==> src/rtl/lcd_irq_pkg.sv <==
package lcd_irq_pkg;
  // register bus
  localparam int REG_AW = 3;
  localparam logic [REG_AW-1:0] A_CTRL  = 3'd0;
  localparam logic [REG_AW-1:0] A_GMASK = 3'd1;
  localparam logic [REG_AW-1:0] A_PMASK = 3'd2;
  localparam logic [REG_AW-1:0] A_GSTAT = 3'd3;
  localparam logic [REG_AW-1:0] A_PSTAT = 3'd4;
  localparam logic [REG_AW-1:0] A_INTID = 3'd5;

  // global status layout (software-visible positions)
  localparam int GSW      = 13;
  localparam int GS_LDD   = 0;
  localparam int GS_SOF   = 1;
  localparam int GS_BER   = 2;
  localparam int GS_ABC   = 3;
  localparam int GS_IU0   = 4;
  localparam int GS_IU1   = 5;
  localparam int GS_OU    = 6;
  localparam int GS_QD    = 7;
  localparam int GS_EOF   = 8;
  localparam int GS_BS    = 9;
  localparam int GS_SINT  = 10;
  localparam int GS_RDST  = 11;
  localparam int GS_CMD   = 12;
  localparam int BCH_W    = 3;

  // per-channel lanes: bit = lane base + (channel - 1)
  localparam int LANE_SOF = 0;
  localparam int LANE_EOF = 8;
  localparam int LANE_BS  = 16;
  localparam int LANE_IU  = 24;

  // clear and write masks
  localparam logic [GSW-1:0] GCLR_MASK = 13'h0FFF;
  localparam logic [31:0]    PCLR_MASK = 32'h003E_3F3F;
  localparam logic [31:0]    PMASK_WR  = 32'h3F3F_3F3F;

  // control register bits
  localparam int CTL_EN   = 0;
  localparam int CTL_STOP = 1;

  // controller-wide event encoding
  localparam int CE_ABC  = 0;
  localparam int CE_IU1  = 1;
  localparam int CE_OU   = 2;
  localparam int CE_RDST = 3;
  localparam int CE_CMD  = 4;
  localparam int CE_W    = 5;
endpackage

==> src/rtl/lcd_evt_map.sv <==
module lcd_evt_map
  import lcd_irq_pkg::*;
#(
  parameter int NCH = 7,
  parameter int IDW = 32
) (
  input  logic [NCH-1:0]     sof_i,
  input  logic [NCH-1:0]     eof_i,
  input  logic [NCH-1:0]     brs_i,
  input  logic [NCH-1:0]     ber_i,
  input  logic [NCH-1:0]     iu_i,
  input  logic [NCH-1:0]     sof_en_i,
  input  logic [NCH-1:0]     eof_en_i,
  input  logic [NCH-1:0]     msk_sof_i,
  input  logic [NCH-1:0]     msk_eof_i,
  input  logic [NCH-1:0]     msk_bs_i,
  input  logic [NCH*IDW-1:0] fid_i,
  output logic [GSW-1:0]     gset_o,
  output logic [31:0]        pset_o,
  output logic               id_load_o,
  output logic [IDW-1:0]     id_val_o,
  output logic               ber_hit_o,
  output logic [BCH_W-1:0]   ber_ch_o
);
  logic [NCH-1:0][GSW-1:0] g_c;
  logic [NCH-1:0][31:0]    p_c;
  logic [NCH-1:0]          ld_c;

  for (genvar c = 0; c < NCH; c++) begin : g_ch
    logic sof_ok, eof_ok;
    assign sof_ok  = sof_i[c] & sof_en_i[c];
    assign eof_ok  = eof_i[c] & eof_en_i[c];
    assign ld_c[c] = (sof_ok & ~msk_sof_i[c]) | (eof_ok & ~msk_eof_i[c])
                   | (brs_i[c] & ~msk_bs_i[c]) | ber_i[c];
    if (c == 0) begin : g_glb
      assign g_c[c] = (GSW'(sof_ok) << GS_SOF) | (GSW'(eof_ok) << GS_EOF)
                    | (GSW'(brs_i[c]) << GS_BS) | (GSW'(iu_i[c]) << GS_IU0);
      assign p_c[c] = '0;
    end else begin : g_lane
      assign g_c[c] = '0;
      assign p_c[c] = (32'(sof_ok) << (c - 1 + LANE_SOF))
                    | (32'(eof_ok) << (c - 1 + LANE_EOF))
                    | (32'(brs_i[c]) << (c - 1 + LANE_BS))
                    | (32'(iu_i[c]) << (c - 1 + LANE_IU));
    end
  end

  // merge lanes; ascending scan lets the highest channel win ties
  always_comb begin
    gset_o   = '0;
    pset_o   = '0;
    id_val_o = '0;
    ber_ch_o = '0;
    for (int c = 0; c < NCH; c++) begin
      gset_o = gset_o | g_c[c];
      pset_o = pset_o | p_c[c];
      if (ld_c[c]) id_val_o = fid_i[c*IDW +: IDW];
      if (ber_i[c]) ber_ch_o = BCH_W'(c);
    end
    gset_o[GS_BER]  = |ber_i;
    gset_o[GS_SINT] = |ld_c;
    id_load_o       = |ld_c;
    ber_hit_o       = |ber_i;
  end
endmodule

==> src/rtl/lcd_irq_regs.sv <==
module lcd_irq_regs
  import lcd_irq_pkg::*;
#(
  parameter int IDW = 32
) (
  input  logic              clk,
  input  logic              rst,
  input  logic              wr_i,
  input  logic              rd_i,
  input  logic [REG_AW-1:0] addr_i,
  input  logic [31:0]       wdata_i,
  input  logic [GSW-1:0]    gset_i,
  input  logic [31:0]       pset_i,
  input  logic              id_load_i,
  input  logic [IDW-1:0]    id_val_i,
  input  logic              ber_hit_i,
  input  logic [BCH_W-1:0]  ber_ch_i,
  input  logic              frame_done_i,
  input  logic [CE_W-1:0]   ctrl_evt_i,
  output logic [31:0]       rdata_o,
  output logic              irq_o,
  output logic              en_o,
  output logic              stop_o,
  output logic [GSW-1:0]    gstat_o,
  output logic [31:0]       pstat_o,
  output logic [GSW-1:0]    gmask_o,
  output logic [31:0]       pmask_o
);
  logic [GSW-1:0]   gstat_q, gstat_d, gmask_q, gmask_d, gclr, ev_set;
  logic [31:0]      pstat_q, pstat_d, pmask_q, pmask_d, pclr, rdata_d;
  logic [BCH_W-1:0] bch_q, bch_d;
  logic [IDW-1:0]   id_q, id_d;
  logic             en_q, en_d, stop_q, stop_d, irq_q, irq_d;
  logic             wr_ctrl, qd_set, ldd_set;

  always_comb begin
    wr_ctrl = wr_i && (addr_i == A_CTRL);
    gclr    = (wr_i && addr_i == A_GSTAT) ? (wdata_i[GSW-1:0] & GCLR_MASK) : '0;
    pclr    = (wr_i && addr_i == A_PSTAT) ? (wdata_i & PCLR_MASK) : '0;
    qd_set  = wr_ctrl && en_q && !wdata_i[CTL_EN];
    ldd_set = frame_done_i && en_q && stop_q;

    ev_set           = gset_i;
    ev_set[GS_ABC]   = gset_i[GS_ABC]  | ctrl_evt_i[CE_ABC];
    ev_set[GS_IU1]   = gset_i[GS_IU1]  | ctrl_evt_i[CE_IU1];
    ev_set[GS_OU]    = gset_i[GS_OU]   | ctrl_evt_i[CE_OU];
    ev_set[GS_RDST]  = gset_i[GS_RDST] | ctrl_evt_i[CE_RDST];
    ev_set[GS_CMD]   = gset_i[GS_CMD]  | ctrl_evt_i[CE_CMD];
    ev_set[GS_QD]    = gset_i[GS_QD]   | qd_set;
    ev_set[GS_LDD]   = gset_i[GS_LDD]  | ldd_set;

    // set wins over clear
    gstat_d = (gstat_q & ~gclr) | ev_set;
    pstat_d = (pstat_q & ~pclr) | pset_i;
    if (ber_hit_i)          bch_d = ber_ch_i;
    else if (gclr[GS_BER])  bch_d = '0;
    else                    bch_d = bch_q;

    en_d   = wr_ctrl ? wdata_i[CTL_EN] : (ldd_set ? 1'b0 : en_q);
    stop_d = wr_ctrl ? wdata_i[CTL_STOP] : stop_q;
    gmask_d = (wr_i && addr_i == A_GMASK) ? wdata_i[GSW-1:0] : gmask_q;
    pmask_d = (wr_i && addr_i == A_PMASK) ? (wdata_i & PMASK_WR) : pmask_q;
    id_d    = id_load_i ? id_val_i : id_q;

    rdata_d = '0;
    if (rd_i) begin
      case (addr_i)
        A_CTRL:  rdata_d = 32'({stop_q, en_q});
        A_GMASK: rdata_d = 32'(gmask_q);
        A_PMASK: rdata_d = pmask_q;
        A_GSTAT: rdata_d = {1'b0, bch_q, {(28 - GSW){1'b0}}, gstat_q};
        A_PSTAT: rdata_d = pstat_q;
        A_INTID: rdata_d[IDW-1:0] = id_q;
        default: rdata_d = '0;
      endcase
    end

    irq_d = (|(gstat_q & ~gmask_q)) | (|(pstat_q & ~pmask_q));
  end

  always_ff @(posedge clk) begin
    if (rst) begin
      gstat_q <= '0;
      pstat_q <= '0;
      gmask_q <= '1;
      pmask_q <= PMASK_WR;
      bch_q   <= '0;
      id_q    <= '0;
      en_q    <= 1'b0;
      stop_q  <= 1'b0;
      irq_q   <= 1'b0;
      rdata_o <= '0;
    end else begin
      gstat_q <= gstat_d;
      pstat_q <= pstat_d;
      gmask_q <= gmask_d;
      pmask_q <= pmask_d;
      bch_q   <= bch_d;
      id_q    <= id_d;
      en_q    <= en_d;
      stop_q  <= stop_d;
      irq_q   <= irq_d;
      if (rd_i) rdata_o <= rdata_d;
    end
  end

  assign irq_o   = irq_q;
  assign en_o    = en_q;
  assign stop_o  = stop_q;
  assign gstat_o = gstat_q;
  assign pstat_o = pstat_q;
  assign gmask_o = gmask_q;
  assign pmask_o = pmask_q;


  set_beats_clear_chk: assert property (@(posedge clk) disable iff (rst)
    (gset_i[GS_EOF] && gclr[GS_EOF]) |=> gstat_q[GS_EOF]);


  ber_field_chk: assert property (@(posedge clk) disable iff (rst)
    ber_hit_i |=> (bch_q == $past(ber_ch_i)));
endmodule

==> src/rtl/lcd_irq_unit.sv <==
module lcd_irq_unit
  import lcd_irq_pkg::*;
#(
  parameter int NCH = 7,
  parameter int IDW = 32
) (
  input  logic                 clk,
  input  logic                 rst,
  input  logic                 reg_wr_i,
  input  logic                 reg_rd_i,
  input  logic [2:0]           reg_addr_i,
  input  logic [31:0]          reg_wdata_i,
  output logic [31:0]          reg_rdata_o,
  input  logic [NCH-1:0]       sof_evt_i,
  input  logic [NCH-1:0]       eof_evt_i,
  input  logic [NCH-1:0]       brs_evt_i,
  input  logic [NCH-1:0]       ber_evt_i,
  input  logic [NCH-1:0]       iu_evt_i,
  input  logic [NCH-1:0]       sof_en_i,
  input  logic [NCH-1:0]       eof_en_i,
  input  logic [NCH*IDW-1:0]   frame_id_i,
  input  logic                 frame_done_i,
  input  logic [4:0]           ctrl_evt_i,
  output logic                 enable_o,
  output logic                 irq_o
);
  logic [GSW-1:0]   gset, gstat, gmask;
  logic [31:0]      pset, pstat, pmask;
  logic             id_load, ber_hit, stop;
  logic [IDW-1:0]   id_val;
  logic [BCH_W-1:0] ber_ch;
  logic [NCH-1:0]   msk_sof, msk_eof, msk_bs;

  // pick each channel's mask bits from the register that holds its status
  for (genvar c = 0; c < NCH; c++) begin : g_msk
    if (c == 0) begin : g_m0
      assign msk_sof[c] = gmask[GS_SOF];
      assign msk_eof[c] = gmask[GS_EOF];
      assign msk_bs[c]  = gmask[GS_BS];
    end else begin : g_mn
      assign msk_sof[c] = pmask[c - 1 + LANE_SOF];
      assign msk_eof[c] = pmask[c - 1 + LANE_EOF];
      assign msk_bs[c]  = pmask[c - 1 + LANE_BS];
    end
  end

  lcd_evt_map #(.NCH(NCH), .IDW(IDW)) u_map (
    .sof_i(sof_evt_i), .eof_i(eof_evt_i), .brs_i(brs_evt_i),
    .ber_i(ber_evt_i), .iu_i(iu_evt_i),
    .sof_en_i(sof_en_i), .eof_en_i(eof_en_i),
    .msk_sof_i(msk_sof), .msk_eof_i(msk_eof), .msk_bs_i(msk_bs),
    .fid_i(frame_id_i),
    .gset_o(gset), .pset_o(pset),
    .id_load_o(id_load), .id_val_o(id_val),
    .ber_hit_o(ber_hit), .ber_ch_o(ber_ch)
  );

  lcd_irq_regs #(.IDW(IDW)) u_regs (
    .clk(clk), .rst(rst),
    .wr_i(reg_wr_i), .rd_i(reg_rd_i), .addr_i(reg_addr_i), .wdata_i(reg_wdata_i),
    .gset_i(gset), .pset_i(pset),
    .id_load_i(id_load), .id_val_i(id_val),
    .ber_hit_i(ber_hit), .ber_ch_i(ber_ch),
    .frame_done_i(frame_done_i), .ctrl_evt_i(ctrl_evt_i),
    .rdata_o(reg_rdata_o), .irq_o(irq_o), .en_o(enable_o), .stop_o(stop),
    .gstat_o(gstat), .pstat_o(pstat), .gmask_o(gmask), .pmask_o(pmask)
  );


  ch0_eof_rec_chk: assert property (@(posedge clk) disable iff (rst)
    (eof_evt_i[0] && eof_en_i[0]) |=> gstat[GS_EOF]);


  sof_gate_chk: assert property (@(posedge clk) disable iff (rst)
    (!gstat[GS_SOF] && !(sof_evt_i[0] && sof_en_i[0])) |=> !gstat[GS_SOF]);


  ber_flag_chk: assert property (@(posedge clk) disable iff (rst)
    (|ber_evt_i) |=> (gstat[GS_BER] && gstat[GS_SINT]));


  quick_dis_chk: assert property (@(posedge clk) disable iff (rst)
    (reg_wr_i && reg_addr_i == A_CTRL && !reg_wdata_i[CTL_EN] && enable_o)
      |=> gstat[GS_QD]);


  stop_frame_chk: assert property (@(posedge clk) disable iff (rst)
    (frame_done_i && enable_o && stop && !(reg_wr_i && reg_addr_i == A_CTRL))
      |=> (!enable_o && gstat[GS_LDD]));


  ldd_clear_chk: assert property (@(posedge clk) disable iff (rst)
    (reg_wr_i && reg_addr_i == A_GSTAT && reg_wdata_i[GS_LDD]
      && !(frame_done_i && enable_o && stop)) |=> !gstat[GS_LDD]);


  irq_quiet_chk: assert property (@(posedge clk) disable iff (rst)
    (((gstat & ~gmask) == '0) && ((pstat & ~pmask) == '0)) |=> !irq_o);
endmodule

==> config.mk <==
export PLATFORM = sky130hd
export DESIGN_NAME = lcd_irq_unit
export DESIGN_NICKNAME = d
export VERILOG_FILES = /design/src/rtl/lcd_irq_pkg.sv /design/src/rtl/lcd_evt_map.sv /design/src/rtl/lcd_irq_regs.sv /design/src/rtl/lcd_irq_unit.sv
export SDC_FILE = /design/constraint.sdc
export NUM_CORES = 1
export LEC_CHECK = 0
export ABC_AREA = 1
export BUFFER_PORTS_ARGS = -buffer_cell sky130_fd_sc_hd__buf_4
export CORE_ASPECT_RATIO = 1.5
export CORE_MARGIN = 4
export CORE_UTILIZATION = 36
export CTS_CLUSTER_DIAMETER = 120
export CTS_CLUSTER_SIZE = 25
export DETAILED_ROUTE_END_ITERATION = 10
export PLACE_DENSITY_LB_ADDON = 0.1
export RECOVER_POWER = 100
export SYNTH_ARGS = -nofsm -noshare
export SYNTH_HDL_FRONTEND = slang
export SYNTH_SLANG_ARGS = --single-unit
==> constraint.sdc <==
create_clock -name clk -period 1.7 [get_ports clk]
set_input_delay 0.17 -clock clk [delete_from_list [all_inputs] [get_ports clk]]
set_output_delay 0.17 -clock clk [all_outputs]
set_load 0.02 [all_outputs]
### After elaboration in Yosys (flattened, before gate mapping)

Index checks and enable logic that the tools add are counted.

| word-level totals | value |
|---|---|
| memories kept | 0 |
| RAM bits | 0 |
| output and inout bits | 34 |
| latch bits | 0 |
| bits in read-only memories | 0 |
| flip-flop bits (word level) | 152 |

| operators by class | value |
|---|---|
| reductions and logical operators | 17 |
| magnitude comparators | 0 |
| $mul | 0 |
| bitwise logic cells | 121 |
| div/mod/pow operators | 0 |
| shift-type cells | 0 |
| mux-type cells | 20 |
| equality and inequality tests | 5 |
| $add $sub $neg | 0 |

Operator list:

| kind | count |
|---|---|
| $mux W32 | 7 |
| $or A32 B32 Y32 | 6 |
| $pmux W32 S6 | 1 |
| $and A32 B32 Y32 | 2 |
| $and A1 B1 Y1 | 35 |
| $not A30 Y32 | 1 |
| $not A32 Y32 | 1 |
| $or A32 B17 Y32 | 1 |
| $or A32 B18 Y32 | 1 |
| $or A32 B19 Y32 | 1 |
| $or A32 B20 Y32 | 1 |
| $or A32 B21 Y32 | 1 |
| $or A32 B22 Y32 | 1 |
| $or A32 B25 Y32 | 1 |
| $or A32 B26 Y32 | 1 |
| $or A32 B27 Y32 | 1 |
| $or A32 B28 Y32 | 1 |
| $or A32 B29 Y32 | 1 |
| $or A32 B30 Y32 | 1 |
| $reduce_or A32 Y1 | 1 |
| $or A1 B1 Y1 | 29 |
| $and A13 B13 Y13 | 2 |
| $not A13 Y13 | 2 |
| $mux W22 | 1 |
| 23 further kinds | 63 |

### Longest topological paths before layout

Gate-level depths: netlist of the first run.

| depth | value |
|---|---|
| depth after elaboration | 12 |
| mapped depth | 14 |
| depth with buffers taken out | 12 |

### Modules after synthesis

From an unflattened synthesis of the first run, not the netlist that was laid out.

| second synthesis, totals | value |
|---|---|
| cells, all modules | 1563 |
| area, all modules | 9576.7 sq um |

Modules (own cells, without submodules):

| module | times used | area an instance (sq um) | cells each |
|---|---|---|---|
| lcd_irq_regs | 1 | 6591.3 | 944 |
| lcd_evt_map | 1 | 2985.4 | 619 |

### Least setup slack after synthesis of the first run

Ideal clock, no wire load.

| timing path | value |
|---|---|
| path type | register -> register |
| from | reg u_regs.pmask_q[3], in the netlist u_regs.pmask_o[3] |
| to | reg u_regs.id_q[12] |
| cell stages (with the launch flop) | 9 |
| slack | 0.177 ns |
| period minus slack after synthesis | 1.523 ns |
| data required time | 1.568 ns |
| data arrival time | 1.391 ns |
| cell sequence | dfxtp_1 -> o211ai_1 -> buf_2 -> buf_1 -> a21oi_1 -> nand2_1 -> nand2_1 -> nand2_1 -> a21oi_1 |

| between the ends | value |
|---|---|
| longest elaborated chain between the ends | 8 |
| elaborated cells on any way between the ends | 9 |
| classes of those cells | mux (3); bitwise (5); reduce/logical (1) |

Ends and longest elaborated chain:

| what | line | text |
|---|---|---|
| start: declaration | lcd_irq_regs.sv:30 | `logic [31:0] pstat_q, pstat_d, pmask_q, pmask_d, pclr, rdata_d;` |
| start signal: assignment | lcd_irq_regs.sv:97 | `pmask_q <= pmask_d;` |
| $not A1 Y1 (*) | lcd_evt_map.sv:33 | `assign ld_c[c] = (sof_ok & ~msk_sof_i[c]) \| (eof_ok & ~msk_eof_i[c])` |
| $and A1 B1 Y1 (*) | lcd_evt_map.sv:33 |  |
| $or A1 B1 Y1 (*) | lcd_evt_map.sv:33 |  |
| $or A1 B1 Y1 (*) (2 in series) | lcd_evt_map.sv:34 | `\| (brs_i[c] & ~msk_bs_i[c]) \| ber_i[c];` |
| $mux W32 (3 in series) | lcd_evt_map.sv:57 | `if (ld_c[c]) id_val_o = fid_i[c*IDW +: IDW];` |
| end signal: assignment | lcd_irq_regs.sv:99 | `id_q <= id_d;` |
| end: declaration | lcd_irq_regs.sv:32 | `logic [IDW-1:0] id_q, id_d;` |

Mark *: on every way between the ends. The rest lies on a longest branch, timed or not.
A chain may end at the register's enable or synchronous reset.

### Final worst setup path of the first run

| timing path | value |
|---|---|
| from | reg u_regs.pmask_q[17], in the netlist u_regs.pmask_o[17] |
| to | reg u_regs.id_q[26] |

| between the ends | value |
|---|---|
| longest elaborated chain between the ends | 9 |
| elaborated cells on any way between the ends | 10 |
| classes of those cells | mux (5); bitwise (4); reduce/logical (1) |

Ends and longest elaborated chain:

| what | line |
|---|---|
| $not A1 Y1 (*) | lcd_evt_map.sv:34 |
| $and A1 B1 Y1 (*) | lcd_evt_map.sv:34 |
| $or A1 B1 Y1 (*) (2 in series) | lcd_evt_map.sv:34 |
| $mux W32 (5 in series) | lcd_evt_map.sv:57 |

Marked as above.

==> summary.txt, run 1 <==
Global route
  • Largest net degree at the start of global routing: 100
  • Vias in the first global route: 10700
  • Initial antenna violation count: 0
  • Global-route wire length before repair: approximately 56000 um
  • Grt total ovfl: 0
  • Global Route Usage Sum: 27.5%

STA
  • Clk_skew: 0.00866 ns
  • Slew HR: 47.3%
  • Final hold violations: 0
  • RSZ-0062 raised after global routing: yes
  • Endpoints failing setup: 34
  • Tightest Pin Transition: 0.785 ns
  • Final setup margin: -0.0737 ns
  • Period Utilization, post-route: 104%
  • Min Tclk post-route: 1.77 ns
  • Max frequency: 0.564 GHz
  • Max Slew Vio Count: 0

CTS
  • Clk buf depth: 2
  • H-tree levels: 4
  • TritonCTS Buffers: 17
  • Clk_lat worst skew: 0.43 ns
  • Clock Tree Root: clkbuf_16
  • CTS tree: yes
  • Clk sinks: 144
  • Clock slew at reported path FFs: 0.06 ns

Setup path
  • CP Data Arrival Time: 2.07 ns
  • Startpoint Class: register
  • Critical setup path kind: register to register
  • Max stage delay on crit path: 0.35 ns
  • Slowest CP cell: dfxtp_2
  • Worst path most repeated cell: nand2_1
  • CP Buf/Inv Count: 3
  • CP Cell Sequence: nor2_4 > nor2_2 > buf_6 > nand3_4 > buf_12 > clkbuf_16 > a21oi_2 > nand2_1 > nand2_2 > nand2_1 > nand2_1 > nand2_1 > nand2_2 > a21oi_1
  • Worst-path fanout max: 9
  • WP data required: 1.99 ns
  • Largest delay share family, worst path: simple AND/OR/NAND/NOR gates
  • Setup crit end kind: register

Yosys
  • Synthesized area: about 8400 um^2
  • Syn nets: 1674
  • Synth warnings: 0
  • Mapped Cells: ~1400
  • Top_reg_cell synth: dfxtp_1
  • Post-synth EDFFs: 0
  • Sequential area share after synthesis: 34.4%
  • Share of synthesized registers carrying an async set or reset: 0%
  • Avg Inst Size Synth: 6.19 um^2
  • FF+latch count, synth: 144
  • Cell variety after synth: 36

Final layout
  • Final Cell Area: 13400 um^2
  • Multi-input gate area: ~4800 um^2
  • Layout area overhead: 59.8%
  • Antenna diodes: 0
  • Layout cells sized above 1: between 20 and 30%
  • Final std cells w/o fill: 2068
  • Register Area: a little under 3000 um^2
  • Finished Core Util: 58.4%
  • Nets: 2093
  • Most frequent cells in the layout: nand2_1, buf_4, a21oi_1, inv_1, dfxtp_1
  • Fill count: 2310
  • Most common cell after layout, fill and taps aside: nand2_1

Floorplanning
  • Die height: 195 um
  • Die width: about 130 um
  • Initial Util: 36.5%
  • I/O pin count: 352
  • Site Rows: 68
  • Die ar.: around 26000 um^2
  • Core area: 23000 um^2

Placed design
  • Gpl congestion: 0.918
  • Placed inst area: approximately 12000 um^2
  • Number of port buffers: 345
  • DPL Wire Length: 27200 um
  • # placed instances: ~2000

Detailed routing
  • ANT nets after route: 0
  • DRC: 0
  • Initial drt markers: 676
  • Wire per inst: approximately 18 um
  • Vias/cell: 5.21
  • First-pass DRT Iterations: 6
  • Total length of routed wires: roughly 37000 um
  • Vias post-DR: about 11000

Run status
  • Failing checks: negative setup slack
  • Status: complete, but fails checks

Hold path
  • Hold Crit Class: input pin to register

Job
  • Max Cap Viol: 0

Power
  • Peak VDD IR: between 0.0005 and 0.0006 V
  • Lkg Pwr: 0.00645 uW
  • PwrDens: 762 nW/um^2
## worst min-delay path, cell delays in order
cell and delay [ns]:
buf_4 0.11, nand2_1 0.06, a21oi_1 0.05
## state kept, by name, indices dropped and copies added, names as in the netlist
| name | flops |
|---|---|
| u_regs.id_q | 32 |
| u_regs.rdata_o | 32 |
| u_regs.pmask_o | 24 |
| u_regs.pstat_o | 24 |
| u_regs.gmask_o | 13 |
| u_regs.gstat_o | 13 |
| u_regs.bch_q | 3 |
| u_regs.en_o | 1 |
| u_regs.irq_o | 1 |
| u_regs.stop_o | 1 |
## where the power goes
group          total, uW  internal [uW]  switching [uW]
Sequential          3710           3580             127
Clock               4020           2560            1450
Combinational       2490           1220            1280
## area by class of cell
type	count	area share [%]
Clock buffer	22	3.54
Clock inverter	10	1.18
Inverter	189	5.29
Multi-Input combinational cell	936	35.8
Sequential cell	144	21.5
Tap cell	280	2.61
Timing Repair Buffer	487	30.0
## final timing paths
kind | cells after the start | endpoint | slack, ns | startpoint
min reg2reg | 2 | u_regs.rdata_o[8] | 0.46 | u_regs.rdata_o[8]
max reg2reg | 14 | u_regs.id_q[26] | -0.07 | u_regs.pmask_o[17]
min | 3 | u_regs.pstat_o[1] | 0.01 | sof_evt_i[2]
max | 14 | u_regs.id_q[26] | -0.07 | u_regs.pmask_o[17]
## per-layer routing
metal | track usage (%) | vias to the layer above | routed length [um]
li1 | - | 5280 | -
met1 | 32.0 | 4915 | 14400
met2 | 49.6 | 484 | 18800
met3 | 5.15 | 89 | 2490
met4 | 10.2 | 0 | 1420
met5 | 0 | - | 0
## cells in the mapped netlist, types with 2 or more instances
master	count	share of area (%)
nand2_1	401	18
a21oi_1	262	16
inv_1	184	8.2
dfxtp_1	144	34
nand3_1	87	5.2
clkbuf_1	52	2.3
o211ai_1	44	3.9
o21ai_0	43	2.6
nor2_1	40	1.8
buf_2	28	1.7
o22ai_1	16	1.2
o221ai_1	7	0.73
a22oi_1	5	0.45
o31ai_1	5	0.45
nor4_1	4	0.30
o2111ai_1	4	0.42
buf_1	3	0.13
buf_6	3	0.40
inv_2	3	0.13
nand4_1	3	0.22
a22o_1	2	0.21
clkinv_1	2	0.090
## stage by stage
| step | hold slack [ns] | setup WS (ns) | total power [uW] | setup TNS [ns] |
|---|---|---|---|---|
| 5_1_grt | 0.00328 | -0.171 | 10700 | -4.52 |
| 2_1_floorplan | 0.286 | 0.177 | 4780 | 0 |
| 3_3_place_gp | 0.375 | -0.202 | 5960 | -2.16 |
| 4_1_cts | 0.0000242 | -0.0631 | 10200 | -0.658 |
| 6_report | 0.0106 | -0.0737 | 10200 | -1.09 |
| 3_5_place_dp | 0.390 | -0.192 | 5970 | -1.75 |
## cells by family (layout without fill, tap and decap cells)
| group | Yosys count | count (layout) | synth area share, % |
|---|---|---|---|
| and+or+nand+nor | 543 | 543 | 26.4 |
| AOI/OAI and AO/OA | 393 | 393 | 26.1 |
| buffers and inverters | 276 | 708 | 13.1 |
| DFF | 144 | 144 | 34.4 |
## timing repair
item / in CTS / in global routing
resized for setup: 61 / 59
hold buffers: 36 / 0
cloned: 9 / 3
endpoints found under the setup margin: 30 / 33
pin swaps: 30 / 20
endpoints found under the hold margin: 39 / 0
setup buffers: 12 / 1
Power figures use the tool's default switching activity.
==> run 2: changes to the inputs <==
--- a/config.mk
+++ b/config.mk
@@ -6,13 +6,14 @@
 export NUM_CORES = 1
 export LEC_CHECK = 0
 export ABC_AREA = 1
-export BUFFER_PORTS_ARGS = -buffer_cell sky130_fd_sc_hd__buf_4
 export CORE_ASPECT_RATIO = 1.5
 export CORE_MARGIN = 4
 export CORE_UTILIZATION = 36
+export CTS_BUF_LIST = sky130_fd_sc_hd__clkbuf_8 sky130_fd_sc_hd__clkbuf_16
 export CTS_CLUSTER_DIAMETER = 120
 export CTS_CLUSTER_SIZE = 25
 export DETAILED_ROUTE_END_ITERATION = 10
+export DONT_BUFFER_PORTS = 1
 export PLACE_DENSITY_LB_ADDON = 0.1
 export RECOVER_POWER = 100
 export SYNTH_ARGS = -nofsm -noshare
==> run 2 against run 1 <==
Against the previous run:
- the run ends with negative hold slack, negative setup slack left
- global-route usage shrank 0.99 points
- die area is the same
- cell area shrank 13%
- total power shrank 6.6%
- critical path depth shrank 1
- fmax shrank 0.31%
- combinational power shrank 20%
- setup slack lost 0.0055 ns
- worst hold slack lost 0.19 ns
- clock-buffer cell count shrank 5
- clock power shrank 5.2%
- critical endpoint unchanged
- largest cell class unchanged
- largest power group unchanged
==> summary.txt, run 2 (same netlist as run 1, synthesis figures left out) <==
Run status
  • Status: complete, but fails checks
  • Failing checks: negative hold slack, negative setup slack

Setup path
  • Setup crit end kind: register
  • WP data required: 2.02 ns (+0.03 ns)
  • Critical setup path kind: register to register
  • Startpoint Class: register
  • Worst-path fanout max: 8 (-1)
  • CP Data Arrival Time: 2.10 ns (+0.03 ns)

Final layout
  • Layout cells sized above 1: 17.4% (-12 points)
  • Nets: 1813 (-13%)
  • Antenna diodes: 0 (unchanged)
  • Most common cell after layout, fill and taps aside: nand2_1
  • Most frequent cells in the layout: nand2_1, a21oi_1, inv_1, dfxtp_1, dlygate4sd3_1
  • Biggest regs: u_regs.id_q (32), u_regs.rdata_o (32)
  • Layout area overhead: 39.2%
  • Final std cells w/o fill: 1787 (-14%)

CTS
  • TritonCTS Buffers: 17 (unchanged)
  • Clk sinks: 144 (unchanged)
  • H-tree levels: 4 (unchanged)
  • Clock slew at reported path FFs: 0.06 ns (about the same)
  • Clk_lat worst skew: 0.43 ns (about the same)
  • Clock Tree Root: clkbuf_16
  • CTS tree: yes
  • Clk buf depth: 2 (unchanged)
  • Hold Buf Count CTS: 94 (+160%)

Global route
  • Vias in the first global route: 9821 (-7.9%)
  • Grt total ovfl: 0 (unchanged)
  • Met3 Track Usage GR: 5.46% (+0.31 points)
  • Met2 Use GR: 49.2% (-0.47 points)
  • Initial antenna violation count: 0 (unchanged)
  • Largest net degree at the start of global routing: 101 (+1.0%)
  • Global Route Usage Sum: 26.5% (-0.99 points)
  • Global-route wire length before repair: 53800 um (-4.8%)
  • Most Used Layer, Global Route: met2
  • GRT met1 Usage: 29.7% (-2.3 points)

Power
  • Lkg Pwr: 0.00531 uW (-18%)
  • Part of the power in registers: 39.3% (+3.0 points)
  • Combinational power share: 20.8% (-3.6 points)
  • Final Power: 9540 uW (-6.6%)
  • Clock power frac: 39.9% (+0.6 points)
  • Sw power: 2750 uW (-3.6%)
  • Int Pwr: 6790 uW (-7.8%)
  • Net Sw Frac: 28.8% (+0.89 points)
  • Peak VDD IR: 0.000568 V (-4.6%)
  • PwrDens: 817 nW/um^2 (+7.2%)

STA
  • Min Tclk post-route: 1.78 ns (+0.00547 ns)
  • Period Utilization, post-route: 105% (+0.32 points)
  • Final setup margin: -0.0792 ns (-0.00547 ns)
  • Clk_skew: 0.00890 ns (+0.000236 ns)
  • Total negative setup slack: -0.764 ns (+0.321 ns)
  • Max frequency: 0.562 GHz (-0.31%)
  • Slew HR: 44.4% (-3.0 points)
  • Tightest Pin Transition: 0.833 ns (+0.0483 ns)
  • RSZ-0062 raised after global routing: yes
  • Endpoints failing setup: 25 (-26%)
  • Final hold violations: 34 (+34)
  • Hold Worst Slack: -0.179 ns (-0.190 ns)
  • Max Slew Vio Count: 0 (unchanged)

Hold path
  • Hold Crit Class: input pin to register

Detailed routing
  • Vias/cell: 5.36 (+2.9%)
  • DRC: 0 (unchanged)
  • Total length of routed wires: 35800 um (-3.7%)
  • Wire per inst: 20.0 um (+11%)
  • Vias post-DR: 9574 (-11%)
  • First-pass DRT Iterations: 8 (+2)
  • Initial drt markers: 549 (-19%)
  • ANT nets after route: 0 (unchanged)

Floorplanning
  • Initial Util: 36.5% (unchanged)
  • Site Rows: 68 (unchanged)
  • Core area: 23000 um^2 (unchanged)
  • Die height: 195 um (unchanged)
  • Die ar.: 25900 um^2 (unchanged)
  • Die width: 133 um (unchanged)
  • I/O pin count: 352 (unchanged)

Placed design
  • DPL Wire Length: 25400 um (-6.7%)
  • Gpl congestion: 0.860 (-6.3%)
  • Number of port buffers: 0 (-100%)
  • # placed instances: 1633 (-17%)

Job
  • Max Cap Viol: 0 (unchanged)
-- run 2: cell count changes in the layout (fill, tap and decap cells not counted), moves of 15 or more --
cell           previous run  this run
buf_4                   352        50
a21oi_1                 214       192
nand3_1                  67        82
clkbuf_1                 48        10
a21oi_2                  46        68
nand2_1                 391       368
nand2_2                  10        33
dlygate4sd3_1            36        93
-- run 2: cell type report --
class                           instances  area, um^2
Clock buffer                           17         425
Clock inverter                         14         169
Fill cell                            2375       11300
Inverter                              189         712
Multi-Input combinational cell        936        4860
Sequential cell                       144        2890
Tap cell                              280         350
Timing Repair Buffer                  207        2270
-- run 2: critical path, cell delays in order (launching register included) --
cell and delay, ns:
dfxtp_2 0.34, inv_2 0.05, a21oi_4 0.18, nand3_4 0.19, buf_12 0.20, buf_12 0.14, a21oi_2 0.14, nand2_1 0.06
nand2_1 0.07, nand2_1 0.05, nand2_1 0.05, nand2_1 0.05, nand2_2 0.10, a21oi_2 0.05
-- run 2: final timing paths --
path                                    startpoint                  to  slack, ns  depth (start not counted)
worst min register to register     u_regs.id_q[15]  u_regs.rdata_o[15]       0.46                          2
worst max-delay path            u_regs.pmask_o[16]     u_regs.id_q[26]      -0.08                         13
worst min-delay path                           rst     u_regs.id_q[18]      -0.18                          1
worst max register to register  u_regs.pmask_o[16]     u_regs.id_q[26]      -0.08                         13
-- run 2: layer usage --
layer  up-vias  part of all wire [%]  wire length (um)
met5         -                     0                 0
met4         0                   3.2              1140
met3        66                   6.5              2320
met2       393                    52             18700
met1      4395                    38             13600
li1       4720                     -                 -
-- run 2: stage by stage --
| stage | instance area (um^2) | worst slack, ns | util, % |
|---|---|---|---|
| after floorplan | 8390 | 0.177 | - |
| after global placement | 9270 | -0.136 | 40.3 |
| after detailed placement | 9270 | -0.143 | 40.3 |
| after CTS | 11400 | -0.0232 | 49.5 |
| after global routing | 11700 | -0.209 | 50.8 |
| final | 11700 | -0.0792 | 50.8 |
-- run 2: power by group through the flow --
stage               registers, uW  logic (uW)  clock network (uW)
CTS                          3750        1870                3870
global route                 3780        2180                4000
detailed placement           3830        1470                   0
global placement             3820        1460                   0
finish                       3760        1980                3810
floorplan                    3790         997                   0
-- run 2: timing repair --
| item | CTS | global route |
|---|---|---|
| gates cloned | 8 | 4 |
| setup endpoints to repair | 33 | 39 |
| endpoints found under the hold margin | 142 | 34 |
| buffers inserted | 14 | 6 |
| resized for setup | 68 | 84 |
| pin swaps | 24 | 33 |
==> run 3: changes to the inputs <==
--- a/config.mk
+++ b/config.mk
@@ -6,6 +6,8 @@
 export NUM_CORES = 1
 export LEC_CHECK = 0
 export ABC_AREA = 1
+export CELL_PAD_IN_SITES_DETAIL_PLACEMENT = 1
+export CELL_PAD_IN_SITES_GLOBAL_PLACEMENT = 1
 export CORE_ASPECT_RATIO = 1.5
 export CORE_MARGIN = 4
 export CORE_UTILIZATION = 36
==> run 3 against run 2 <==
Against the previous run:
- critical path type unchanged
- critical path depth is 2 lower
- largest power group unchanged
- highest routed layer unchanged
- flip-flop and latch count stayed put
- total power is 2.7% higher
- the flow still finishes with violations (negative hold slack, negative setup slack)
- sequential share of layout area is 0.23 points lower
==> summary.txt, run 3 (same netlist as run 1, synthesis figures left out) <==
Floorplanning
  • Initial Util: 36.5% (unchanged)
  • Core area: 23000 um^2 (unchanged)
  • Site Rows: 68 (unchanged)
  • Die height: 195 um (unchanged)
  • I/O pin count: 352 (unchanged)
  • Die width: 133 um (unchanged)
  • Die ar.: 25900 um^2 (unchanged)

CTS
  • H-tree levels: 4 (unchanged)
  • Clock Tree Root: clkbuf_16
  • Clk buf depth: 2 (unchanged)
  • Clock slew at reported path FFs: 0.06 ns (about the same)
  • TritonCTS Buffers: 17 (unchanged)
  • Hold Buf Count CTS: 97 (+3.2%)
  • CTS tree: yes
  • Clk_lat worst skew: 0.43 ns (about the same)
  • Clk sinks: 144 (unchanged)

Detailed routing
  • Vias post-DR: 9853 (+2.9%)
  • ANT nets after route: 0 (unchanged)
  • DRC: 0 (unchanged)
  • Vias/cell: 5.52 (+3.0%)
  • Initial drt markers: 501 (-8.7%)
  • Total length of routed wires: 40500 um (+13%)
  • First-pass DRT Iterations: 5 (-3)
  • Wire per inst: 22.7 um (+13%)

STA
  • Max Slew Vio Count: 0 (unchanged)
  • Tightest Pin Transition: 0.911 ns (+0.0778 ns)
  • Max frequency: 0.554 GHz (-1.5%)
  • Period Utilization, post-route: 106% (+1.6 points)
  • Clk_skew: 0.0100 ns (+0.00112 ns)
  • Min Tclk post-route: 1.81 ns (+0.0272 ns)
  • Slew HR: 39.2% (-5.1 points)
  • Hold Worst Slack: -0.155 ns (+0.0244 ns)
  • RSZ-0062 raised after global routing: yes
  • Endpoints failing setup: 31 (+24%)
  • Final hold violations: 34 (unchanged)
  • Final setup margin: -0.106 ns (-0.0272 ns)

Final layout
  • Biggest regs: u_regs.id_q (32), u_regs.rdata_o (32)
  • Most frequent cells in the layout: nand2_1, inv_1, a21oi_1, dfxtp_1, dlygate4sd3_1
  • Nets: 1813 (unchanged)
  • Layout cells sized above 1: 19.1% (+1.7 points)
  • Fill count: 2949 (+24%)
  • Finished Core Util: 51.4% (+0.54 points)
  • Most common cell after layout, fill and taps aside: nand2_1
  • Layout area overhead: 40.7%

Power
  • Final Power: 9800 uW (+2.7%)
  • Int Pwr: 7010 uW (+3.2%)
  • Lkg Pwr: 0.00533 uW (+0.49%)
  • Part of the power in registers: 38.4% (-0.9 points)
  • Sw power: 2790 uW (+1.4%)
  • Clock power frac: 40.7% (+0.8 points)
  • Combinational power share: 20.9% (about the same)
  • Peak VDD IR: 0.000527 V (-7.1%)
  • PwrDens: 830 nW/um^2 (+1.6%)
  • Net Sw Frac: 28.5% (-0.35 points)

Global route
  • Grt total ovfl: 0 (unchanged)
  • Vias in the first global route: 10300 (+5.2%)
  • Initial antenna violation count: 1 (+1)
  • Largest net degree at the start of global routing: 101 (unchanged)
  • Global Route Usage Sum: 29.1% (+2.6 points)
  • Global-route wire length before repair: 58700 um (+9.1%)

Setup path
  • WP data required: 2.06 ns (+0.04 ns)
  • Worst-path fanout max: 12 (+4)
  • Slowest CP cell: dfxtp_2
  • CP Data Arrival Time: 2.16 ns (+0.06 ns)
  • Setup crit end kind: register
  • Critical setup path kind: register to register
  • CP Cell Sequence: inv_1 > a21oi_1 > buf_4 > o221ai_4 > buf_12 > clkbuf_16 > a21oi_1 > nand2_1 > nand2_1 > nand2_1 > a21oi_1
  • Startpoint Class: register
  • Max stage delay on crit path: 0.33 ns (about the same)

Job
  • Max Cap Viol: 0 (unchanged)

Placed design
  • Number of port buffers: 0 (unchanged)
  • DPL Wire Length: 28600 um (+12%)
  • Gpl congestion: 0.912 (+6.0%)
  • Worst slack, placed: -0.153 ns (-0.0101 ns)

Hold path
  • Hold Crit Class: input pin to register

Run status
  • Status: complete, but fails checks
  • Failing checks: negative hold slack, negative setup slack
==> run 3: cell count changes in the layout (fill, tap and decap cells not counted), sizes merged <==
cell         previous run  this run
inv                   187       188
clkinvlp                5         3
diode                   0         1
clkbuf                 35        42
buf                    96        87
dlygate4sd3            93        97
clkinv                  8         4
bufinv                  3         4
==> run 3: per-layer routing <==
layer	vias up	routed length, um	track usage [%]
li1	4705	-	-
met4	0	1300	9.86
met3	61	2540	8.13
met2	354	21800	53.7
met5	-	0	0
met1	4733	14900	31.6
==> run 3: path summary, 6_finish.rpt <==
path / startpoint / end / slack, ns / cells past startpoint
worst min-delay path: rst / u_regs.id_q[14] / -0.15 / 1
worst max-delay path: u_regs.pmask_o[20] / u_regs.id_q[10] / -0.11 / 11
worst max register to register: u_regs.pmask_o[20] / u_regs.id_q[10] / -0.11 / 11
worst min register to register: u_regs.stop_o / u_regs.stop_o / 0.47 / 2
==> run 3: layout make-up <==
cell class | count | area [um^2] | area share [%]
inverters | 189 | 712 | 6.03
flip-flops and latches | 144 | 2890 | 24.5
well taps | 280 | 350 | 2.97
repair buffers | 207 | 2240 | 19.0
clock inverters | 10 | 161 | 1.37
diodes | 1 | 2.50 | 0.0212
clock buffers | 19 | 453 | 3.84
multi-input cells | 936 | 4990 | 42.2
==> run 3: per-stage QoR <==
stage	cells	TNS [ns]	area, um^2
2_1_floorplan	1356	0	8390
3_3_place_gp	1636	-2.52	9230
6_report	1786	-1.15	11800
3_5_place_dp	1636	-3.28	9230
5_1_grt	1786	-4.46	11800
4_1_cts	1768	-1.25	11200
==> run 3: power by group through the flow <==
stage               clock, uW  sequential (uW)  combinational (uW)
floorplan                   0             3790                 997
CTS                      4040             3760                1790
finish                   3990             3770                2050
detailed placement          0             3830                1480
global route             4180             3780                2240
global placement            0             3820                1460
==> run 3: worst max-delay path: cells and delay by family (launching register included) <==
kind,cells,cell delay (ns)
simple gates,3,0.25
compound gates,4,0.61
buf+inv,4,0.55
flops,1,0.33
==> run 3: timing repair <==
| item | 4_1_cts | 5_1_grt |
|---|---|---|
| pin swaps | 21 | 27 |
| setup endpoints to repair | 33 | 41 |
| gates resized for setup | 75 | 108 |
| setup buffers | 4 | 5 |
| endpoints found under the hold margin | 141 | 34 |
| gates cloned | 2 | 12 |
